<file path="config.mk">
export PLATFORM = sky130hd
export DESIGN_NAME = child_cancel_handler
export DESIGN_NICKNAME = d
export VERILOG_FILES = /design/src/rtl/cch_pkg.sv /design/src/rtl/cch_pending.sv /design/src/rtl/cch_fsm.sv /design/src/rtl/cch_outdec.sv /design/src/rtl/child_cancel_handler.sv
export SDC_FILE = /design/constraint.sdc
export NUM_CORES = 1
export LEC_CHECK = 0
export BUFFER_PORTS_ARGS = -buffer_cell sky130_fd_sc_hd__buf_2
export CORE_AREA = 2 2 39 41
export CTS_BUF_LIST = sky130_fd_sc_hd__clkbuf_4
export CTS_CLUSTER_SIZE = 40
export DETAILED_ROUTE_END_ITERATION = 6
export DIE_AREA = 0 0 41 43
export PLACE_DENSITY = 0.56
export SETUP_SLACK_MARGIN = 0.02
export SKIP_CTS_REPAIR_TIMING = 1
export SLEW_MARGIN = 20
export SYNTH_ARGS = -nofsm -noshare
export SYNTH_HDL_FRONTEND = slang
export SYNTH_SLANG_ARGS = --single-unit
export TNS_END_PERCENT = 1
</file>
<file path="constraint.sdc">
create_clock -name clk -period 1.65 [get_ports clk]
set_input_delay 0.2475 -clock clk [delete_from_list [all_inputs] [get_ports clk]]
set_output_delay 0.2475 -clock clk [all_outputs]
set_load 0.03 [all_outputs]
</file>
<file path="src/rtl/cch_pkg.sv">
`timescale 1ns/1ps
package cch_pkg;

    localparam int unsigned STATUS_W = 3;

    localparam logic [STATUS_W-1:0] CS_IDLE    = 3'd0;
    localparam logic [STATUS_W-1:0] CS_READY   = 3'd1;
    localparam logic [STATUS_W-1:0] CS_RUNNING = 3'd2;
    localparam logic [STATUS_W-1:0] CS_DONE    = 3'd3;
    localparam logic [STATUS_W-1:0] CS_KILLED  = 3'd4;

    typedef enum logic [2:0] {
        H_IDLE,
        H_EVAL,
        H_KILL_QUEUED,
        H_WAIT_KILLED,
        H_KILL_RUNNING,
        H_RELEASE,
        H_DRAIN,
        H_FINISH
    } hstate_e;

endpackage

</file>
<file path="src/rtl/cch_pending.sv">
`timescale 1ns/1ps
module cch_pending (
    input  logic clk,
    input  logic rst,
    input  logic set_i,
    input  logic clear_i,
    output logic pending_o
);
    logic pend_q;

    always_ff @(posedge clk) begin
        if (rst) begin
            pend_q <= 1'b0;
        end else if (clear_i) begin
            pend_q <= 1'b0;
        end else if (set_i) begin
            pend_q <= 1'b1;
        end
    end

    assign pending_o = pend_q;
endmodule

</file>
<file path="src/rtl/cch_fsm.sv">
`timescale 1ns/1ps
module cch_fsm
    import cch_pkg::*;
(
    input  logic                clk,
    input  logic                rst,
    input  logic                start_i,
    input  logic                pending_i,
    input  logic [STATUS_W-1:0] status_i,
    input  logic                req_full_i,
    input  logic                rsp_full_i,
    output hstate_e             state_o,
    output hstate_e             next_o
);
    hstate_e state_q;
    hstate_e state_d;
    logic    status_ok;

    assign status_ok = (status_i <= CS_KILLED);

    always_ff @(posedge clk) begin
        if (rst) begin
            state_q <= H_IDLE;
        end else begin
            state_q <= state_d;
        end
    end

    always_comb begin
        state_d = state_q;
        unique case (state_q)
            H_IDLE: begin
                if (start_i) begin
                    state_d = pending_i ? H_EVAL : H_FINISH;
                end
            end
            H_EVAL: begin
                if (status_ok) begin
                    if (status_i == CS_READY && req_full_i) begin
                        state_d = H_KILL_QUEUED;
                    end else if (status_i == CS_RUNNING) begin
                        state_d = H_KILL_RUNNING;
                    end else if (status_i == CS_DONE && rsp_full_i) begin
                        state_d = H_DRAIN;
                    end else begin
                        state_d = H_FINISH;
                    end
                end
            end
            H_KILL_QUEUED: begin
                if (status_ok && !req_full_i) begin
                    state_d = H_WAIT_KILLED;
                end
            end
            H_WAIT_KILLED: begin
                if (status_i == CS_KILLED) begin
                    state_d = H_FINISH;
                end
            end
            H_KILL_RUNNING: begin
                if (status_i == CS_KILLED || status_i == CS_DONE) begin
                    state_d = H_RELEASE;
                end
            end
            H_RELEASE: begin
                if (status_ok) begin
                    state_d = rsp_full_i ? H_DRAIN : H_FINISH;
                end
            end
            H_DRAIN:  state_d = H_FINISH;
            H_FINISH: state_d = H_IDLE;
            default:  state_d = H_IDLE;
        endcase
    end

    assign state_o = state_q;
    assign next_o  = state_d;
endmodule

</file>
<file path="src/rtl/cch_outdec.sv">
`timescale 1ns/1ps
module cch_outdec
    import cch_pkg::*;
(
    input  hstate_e state_i,
    output logic    kill_o,
    output logic    pop_o,
    output logic    done_o,
    output logic    busy_o
);
    always_comb begin
        kill_o = 1'b0;
        pop_o  = 1'b0;
        done_o = 1'b0;
        busy_o = 1'b1;
        unique case (state_i)
            H_IDLE:         busy_o = 1'b0;
            H_EVAL:         ;
            H_KILL_QUEUED:  kill_o = 1'b1;
            H_WAIT_KILLED:  ;
            H_KILL_RUNNING: kill_o = 1'b1;
            H_RELEASE:      ;
            H_DRAIN:        pop_o  = 1'b1;
            H_FINISH:       done_o = 1'b1;
            default:        busy_o = 1'b0;
        endcase
    end
endmodule

</file>
<file path="src/rtl/child_cancel_handler.sv">
`timescale 1ns/1ps
module child_cancel_handler
    import cch_pkg::*;
(
    input  logic                clk,
    input  logic                rst,
    input  logic                child_launch,
    input  logic                cleanup_start,
    input  logic [STATUS_W-1:0] child_status,
    input  logic                req_full,
    input  logic                rsp_full,
    output logic                kill,
    output logic                rsp_pop,
    output logic                cleanup_done,
    output logic                child_pending
);
    hstate_e cur_state;
    hstate_e nxt_state;
    logic    busy;
    logic    clear_pend;

    assign clear_pend = (nxt_state == H_FINISH) && (cur_state != H_FINISH);

    cch_pending u_pend (
        .clk       (clk),
        .rst       (rst),
        .set_i     (child_launch),
        .clear_i   (clear_pend),
        .pending_o (child_pending)
    );

    cch_fsm u_fsm (
        .clk        (clk),
        .rst        (rst),
        .start_i    (cleanup_start),
        .pending_i  (child_pending),
        .status_i   (child_status),
        .req_full_i (req_full),
        .rsp_full_i (rsp_full),
        .state_o    (cur_state),
        .next_o     (nxt_state)
    );

    cch_outdec u_out (
        .state_i (cur_state),
        .kill_o  (kill),
        .pop_o   (rsp_pop),
        .done_o  (cleanup_done),
        .busy_o  (busy)
    );
endmodule

</file>
==> qor.csv, run 1 <==
stage,metric,value,unit
sta,final clock skew,0.00137,ns
yosys,post-synthesis net count,63,
hold_path,Hold Crit Class,in -> reg,
global_route,first-pass GRT wire length,1480,um
yosys,largest family of logic cells by synthesized area,compound AO/OA/AOI/OAI gates,
clock_network,CTS Buffer Depth,2,
yosys,Synth Area in Compound Gates,0.317,
clock_network,TritonCTS Sinks,4,
drt,via count,398,
drt,DRT antenna net count,0,
yosys,Synth Instances,54,
worst_setup_path,crit-path max cell delay,0.52,ns
yosys,Post-synth top cells,"nor2_1 (6), inv_1 (5), dfxtp_1 (4), nand3_1 (4)",
worst_setup_path,WP data arrival,1.17,ns
floorplanning,Die H,43,um
clock_network,root buf cell,clkbuf_4,
outcome,status,"finished, final reports clean",
sta,Worst-Margin Slew,0.446,ns
yosys,Cell variety after synth,30,
worst_setup_path,nature of the critical path endpoint,output pin,
clock_network,Clock Latency Late Sink,0.23,ns
sta,TNS Setup,0,ns
floorplanning,Starting Density,0.306,
global_route,largest net degree at the start of global routing,16,
sta,RSZ-0062 raised after global routing,false,
power_and_ir_drop,pwr dens,1730,mW/mm^2
floorplanning,Die W,41,um
global_route,initial antenna violation count,0,
power_and_ir_drop,Max VDD drop,0.552,mV
power_and_ir_drop,Leakage,0.208,nW
worst_setup_path,CP required,1.40,ns
sta,Tcrit/Tclk final,0.860,
clock_network,"CTS clk-pin slew, worst paths",0.03,ns
yosys,Synth Warn #,0,
drt,Vias/cell,5.04,
yosys,share of the synthesized area in the top cell type,0.189,
drt,final WL,881,um
yosys,synthesized-area fraction occupied by adder cells,0,
placement,RD Place Congestion,0.697,
placement,dpl ws,0.147,ns
yosys,xor and xnor area share after synthesis,0.0207,
yosys,syn avg cell area,7.83,um^2
floorplanning,IO Pins,13,
floorplanning,core area,0.00138,mm^2
layout,Layout area overhead,13.0,%
yosys,largest cells by area after synthesis,"dfxtp_1 (19%), buf_6 (8.0%), nor2_1 (5.3%)",
drt,1st-pass router iterations,4,
sta,final hold vios,0,
sta,Final WS setup,0.231,ns
drt,Wirelength per Cell,11.2,um
global_route,vias in the first global route,353,
clock_network,H-tree levels,1,
global_route,gr usage total,0.125,
sta,setup violators final,0,
sta,f_max,705,MHz
sta,Max Slew Vio Count,0,
job,Max-Cap Viols,0,
placement,# port buffers,12,
placement,DP HPWL,684,um
yosys,"Seq/Total Area, Yosys",0.189,
drt,DRC viols,0,
yosys,mux cell area share after synthesis,0,
worst_setup_path,startpoint types,register,
yosys,Post-synth EDFFs,0,
yosys,fraction of registers with async set/reset,0,
worst_setup_path,crit-path cells,and3_2 -> buf_2,
yosys,Yosys reg bits,4,
worst_setup_path,slowest cell on the critical path,dfxtp_1,
layout,final-layout fill cell count,147,
clock_network,CTS buffer count,3,
yosys,Synth Area in Simple Gates,0.314,
layout,share of cells above drive strength 1,0.365,
floorplanning,Die Area,0.00176,mm^2
layout,fin nets,74,
global_route,total grt overflow,0,
drt,drt first-iter violations,5,
layout,# diodes,0,
yosys,leading area contributor after synthesis,dfxtp_1,
worst_setup_path,Setup CP Type,reg -> out,
yosys,most common cell in the netlist,nor2_1,
clock_network,TritonCTS clock tree,built,
yosys,"Primary FF master, synth",dfxtp_1,
floorplanning,row count,14,
yosys,Mapped Area,423,um^2
sta,Max transition margin,0.702,
worst_setup_path,CP Max Fanout,10,
sta,Final Critical Period,1.42,ns
-- per-layer routing --
metal,up-vias,part of all wire,track usage
met5,-,0,0
met4,0,0.019,0.120
met3,2,0.039,0.0157
met2,7,0.48,0.178
met1,179,0.46,0.150
li1,210,-,-
-- registers in the layout (all words and copies together) (netlist names) --
name / cells
u_fsm.state_o: 3
u_pend.pending_o: 1
-- cell usage in the layout (no fill, tap or decap), drive strengths merged --
master / n
a21oi: 1
nor4b: 2
and3: 1
o211ai: 4
nand2: 1
nand3b: 1
a2111oi: 1
o31ai: 1
o21a: 1
nand2b: 3
or2: 1
clkbuf: 3
dfxtp: 4
nor2b: 2
a211oi: 2
nor3: 2
nand3: 4
o21ai: 1
o22ai: 2
inv: 5
a21o: 1
nor2: 6
buf: 12
xnor2: 1
a32oi: 1
-- logic make-up after synthesis --
group	after synthesis
AO/OA/AOI/OAI	15
flip-flops	4
AND/OR/NAND/NOR	23
XOR/XNOR	1
buffers and inverters	11
-- report_power, final --
| group | internal (W) | total (W) | switching (W) |
|---|---|---|---|
| registers | 0.000145 | 0.000259 | 0.000114 |
| logic | 0.000196 | 0.000452 | 0.000256 |
| clock network | 0.0000811 | 0.000117 | 0.0000360 |
-- critical path: cells and delay by family (launching register included) --
kind | cells | cell delay, ns
simple gates | 1 | 0.24
buf+inv | 1 | 0.19
flops | 1 | 0.52
-- area by class of cell --
type,count,area [um^2],area share
clock buffers,3,22.5,0.0471
inverters,5,18.8,0.0393
multi-input cells,39,275,0.576
flip-flops and latches,4,81.3,0.170
well taps,16,20.0,0.0419
repair buffers,12,60.1,0.126
-- worst paths after layout --
path                     from                to  slack, ns  depth (start not counted)
min                       rst  u_pend.pending_o       0.20                          2
max          u_fsm.state_o[1]      cleanup_done       0.23                          2
max reg2reg  u_fsm.state_o[0]  u_pend.pending_o       0.28                          5
min reg2reg  u_pend.pending_o  u_pend.pending_o       0.56                          2
-- stage by stage --
| stage | std cells | hold WS (ns) | cell area [um^2] | total power, W | utilization |
|---|---|---|---|---|---|
| after global placement | 76 | 0.444 | 454 | 0.000712 | 0.328 |
| after CTS | 79 | 0.197 | 477 | 0.000837 | 0.344 |
| after global routing | 79 | 0.207 | 478 | 0.000913 | 0.345 |
| final | 79 | 0.202 | 478 | 0.000828 | 0.345 |
| after floorplan | 54 | 0.312 | 423 | 0.000644 | - |
| after detailed placement | 76 | 0.444 | 454 | 0.000715 | 0.328 |
(Power assumes the default switching activity.)
==> run 2, diff against run 1 <==
clock period = 1.5 ns   (was 1.65 ns; I/O delays follow)
==> run 2 against run 1 <==
Combinational power is 15% higher. Flip-flop and latch count unchanged. Worst setup slack worse by 0.088 ns. Clock-buffer cell count stayed put. Cell area grew 1.8%. Worst hold slack worse by 0.019 ns. Register-to-register slack got worse by 0.14 ns. Wire length down 1.8%. Global-route usage decreased by 0.68 points. Via count increased by 0.25%. Critical path type is now reg -> reg. Largest cell class unchanged. Largest power group unchanged.
==> qor.csv, run 2 (synthesized netlist as in run 1, its figures left out) <==
stage,metric,value,unit,change
power_and_ir_drop,power share of the combinational group,0.563,,+0.017
sta,Final Critical Period,1.36,ns,
worst_setup_path,startpoint types,register,,
global_route,vias in the first global route,354,,+0.28%
layout,"most common cell after layout, fill and taps aside",buf_2,,
worst_setup_path,Reg-to-Reg Start,u_fsm.state_o[0],,
floorplanning,Starting Density,0.306,,unchanged
worst_setup_path,"CP delay by family, top",flip-flops,,
worst_setup_path,CP Max Fanout,10,,unchanged
power_and_ir_drop,Clock power frac,0.138,,-0.003
drt,via count,399,,+0.25%
placement,DP HPWL,690,um,+0.86%
floorplanning,core area,0.00138,mm^2,unchanged
hold_path,Hold Crit Class,in -> reg,,
clock_network,Clock Latency Late Sink,0.23,ns,about the same
worst_setup_path,CP Buf/Inv Count,0,,-1
global_route,gr usage total,0.118,,-0.00678
drt,DRT antenna net count,0,,unchanged
layout,fin nets,75,,+1.4%
sta,Max Slew Vio Count,0,,unchanged
worst_setup_path,slowest cell on the critical path,dfxtp_1,,
floorplanning,row count,14,,unchanged
layout,share of cells above drive strength 1,0.391,,+0.0255
floorplanning,Die W,41,um,unchanged
worst_setup_path,CP required,1.65,ns,+0.25 ns
worst_setup_path,crit-path cells,nor2b_1 -> o211ai_1 -> nand3_1 -> nor3_1 -> a211oi_2,,
worst_setup_path,FF-to-FF path depth,5,,unchanged
drt,drt first-iter violations,6,,+1
clock_network,root buf cell,clkbuf_4,,
sta,final clock skew,0.00225,ns,+0.000878 ns
power_and_ir_drop,Net Sw Frac,0.480,,-0.0101
power_and_ir_drop,Max VDD drop,0.597,mV,+8.3%
clock_network,"CTS clk-pin slew, worst paths",0.03,ns,about the same
layout,"commonest cells after routing, fill and taps aside","buf_2 (12), nor2_1 (6), inv_1 (5), nand3_1 (4)",,
worst_setup_path,reg2reg setup slack,0.14,ns,-0.14 ns
floorplanning,Die Area,0.00176,mm^2,unchanged
worst_setup_path,nature of the critical path endpoint,register,,
sta,Max transition margin,0.702,,about the same
power_and_ir_drop,P_int,0.000481,W,+14%
drt,DRC viols,0,,unchanged
drt,Vias/cell,4.99,,-1.0%
floorplanning,Die H,43,um,unchanged
worst_setup_path,Setup CP Type,reg -> reg,,
drt,final WL,865,um,-1.8%
sta,Tcrit/Tclk final,0.905,,
sta,f_max,737,MHz,
worst_setup_path,Worst R2R End,u_pend.pending_o,,
clock_network,CTS buffer count,3,,unchanged
hold_path,Worst Hold Path Cells,2,,unchanged
power_and_ir_drop,pwr dens,1900,mW/mm^2,+9.8%
placement,RD Place Congestion,0.746,,+6.9%
outcome,status,"finished, final reports clean",,
floorplanning,IO Pins,13,,unchanged
layout,fin util,0.352,,+0.00633
sta,RSZ-0062 raised after global routing,false,,
power_and_ir_drop,Leakage,0.213,nW,+2.6%
layout,final instance area,487,um^2,+1.8%
sta,final hold vios,0,,unchanged
global_route,total grt overflow,0,,unchanged
layout,Largest register FFs,3,,unchanged
drt,Wirelength per Cell,10.8,um,-3.0%
worst_setup_path,crit-path max cell delay,0.48,ns,-0.04 ns
hold_path,Min-Delay Startpoint,rst,,
sta,Worst-Margin Slew,0.446,ns,-0.000471 ns
clock_network,TritonCTS Sinks,4,,unchanged
layout,# diodes,0,,unchanged
layout,Layout area overhead,15.1,%,
clock_network,TritonCTS clock tree,built,,
global_route,largest net degree at the start of global routing,16,,unchanged
clock_network,CTS Buffer Depth,2,,unchanged
sta,setup violators final,0,,unchanged
worst_setup_path,WP data arrival,1.51,ns,+0.34 ns
placement,# port buffers,12,,unchanged
job,Max-Cap Viols,0,,unchanged
drt,1st-pass router iterations,4,,unchanged
power_and_ir_drop,register share of total power,0.299,,-0.013
clock_network,H-tree levels,1,,unchanged
placement,Post-DP Area,462,um^2,+1.7%
global_route,first-pass GRT wire length,1390,um,-5.6%
global_route,initial antenna violation count,0,,unchanged
power_and_ir_drop,Net Switching,0.000445,W,+9.5%
hold_path,Hold Path End,u_pend.pending_o,,
## run 2: how the worst max path moves through the flow
| stage | startpoint | end | depth (start not counted) |
|---|---|---|---|
| 2_1_floorplan | u_pend.pending_o | u_pend.pending_o | 4 |
| 3_3_place_gp | u_fsm.state_o[2] | u_pend.pending_o | 5 |
| 3_5_place_dp | u_fsm.state_o[2] | u_pend.pending_o | 5 |
| 4_1_cts | u_fsm.state_o[2] | cleanup_done | 2 |
| 5_1_grt | u_fsm.state_o[0] | u_pend.pending_o | 5 |
| 6_report | u_fsm.state_o[0] | u_pend.pending_o | 5 |
## run 2: power groups by stage
| stage | logic (W) | clock network, W | registers [W] |
|---|---|---|---|
| floorplan | 0.000502 | 0 | 0.000206 |
| global placement | 0.000526 | 0 | 0.000274 |
| detailed placement | 0.000527 | 0 | 0.000274 |
| CTS | 0.000527 | 0.000136 | 0.000272 |
| global route | 0.000585 | 0.000137 | 0.000292 |
| finish | 0.000521 | 0.000128 | 0.000276 |
## run 2: stage by stage
step	power (W)	std cells	worst slack, ns	TNS [ns]	hold slack [ns]
floorplan	0.000708	54	0.166	0	0.290
global placement	0.000800	77	0.0113	0	0.420
detailed placement	0.000800	77	-0.0112	-0.0112	0.418
CTS	0.000935	80	-0.0282	-0.0758	0.176
global route	0.00101	80	0.0379	0	0.189
finish	0.000926	80	0.143	0	0.184
## run 2: cell type report
class                   instances  area, um^2
multi-input cells              39         275
well taps                      16        20.0
fillers                       154         897
repair buffers                 13        67.6
inverters                       5        18.8
flip-flops and latches          4        82.6
clock buffers                   3        22.5
## run 2: metal layers
| metal | GRT usage | share of wire | routed length, um |
|---|---|---|---|
| met1 | 0.132 | 0.43 | 368 |
| met2 | 0.184 | 0.51 | 445 |
| met3 | 0.0157 | 0.046 | 40 |
| met4 | 0.100 | 0.012 | 10 |
| met5 | 0 | 0 | 0 |
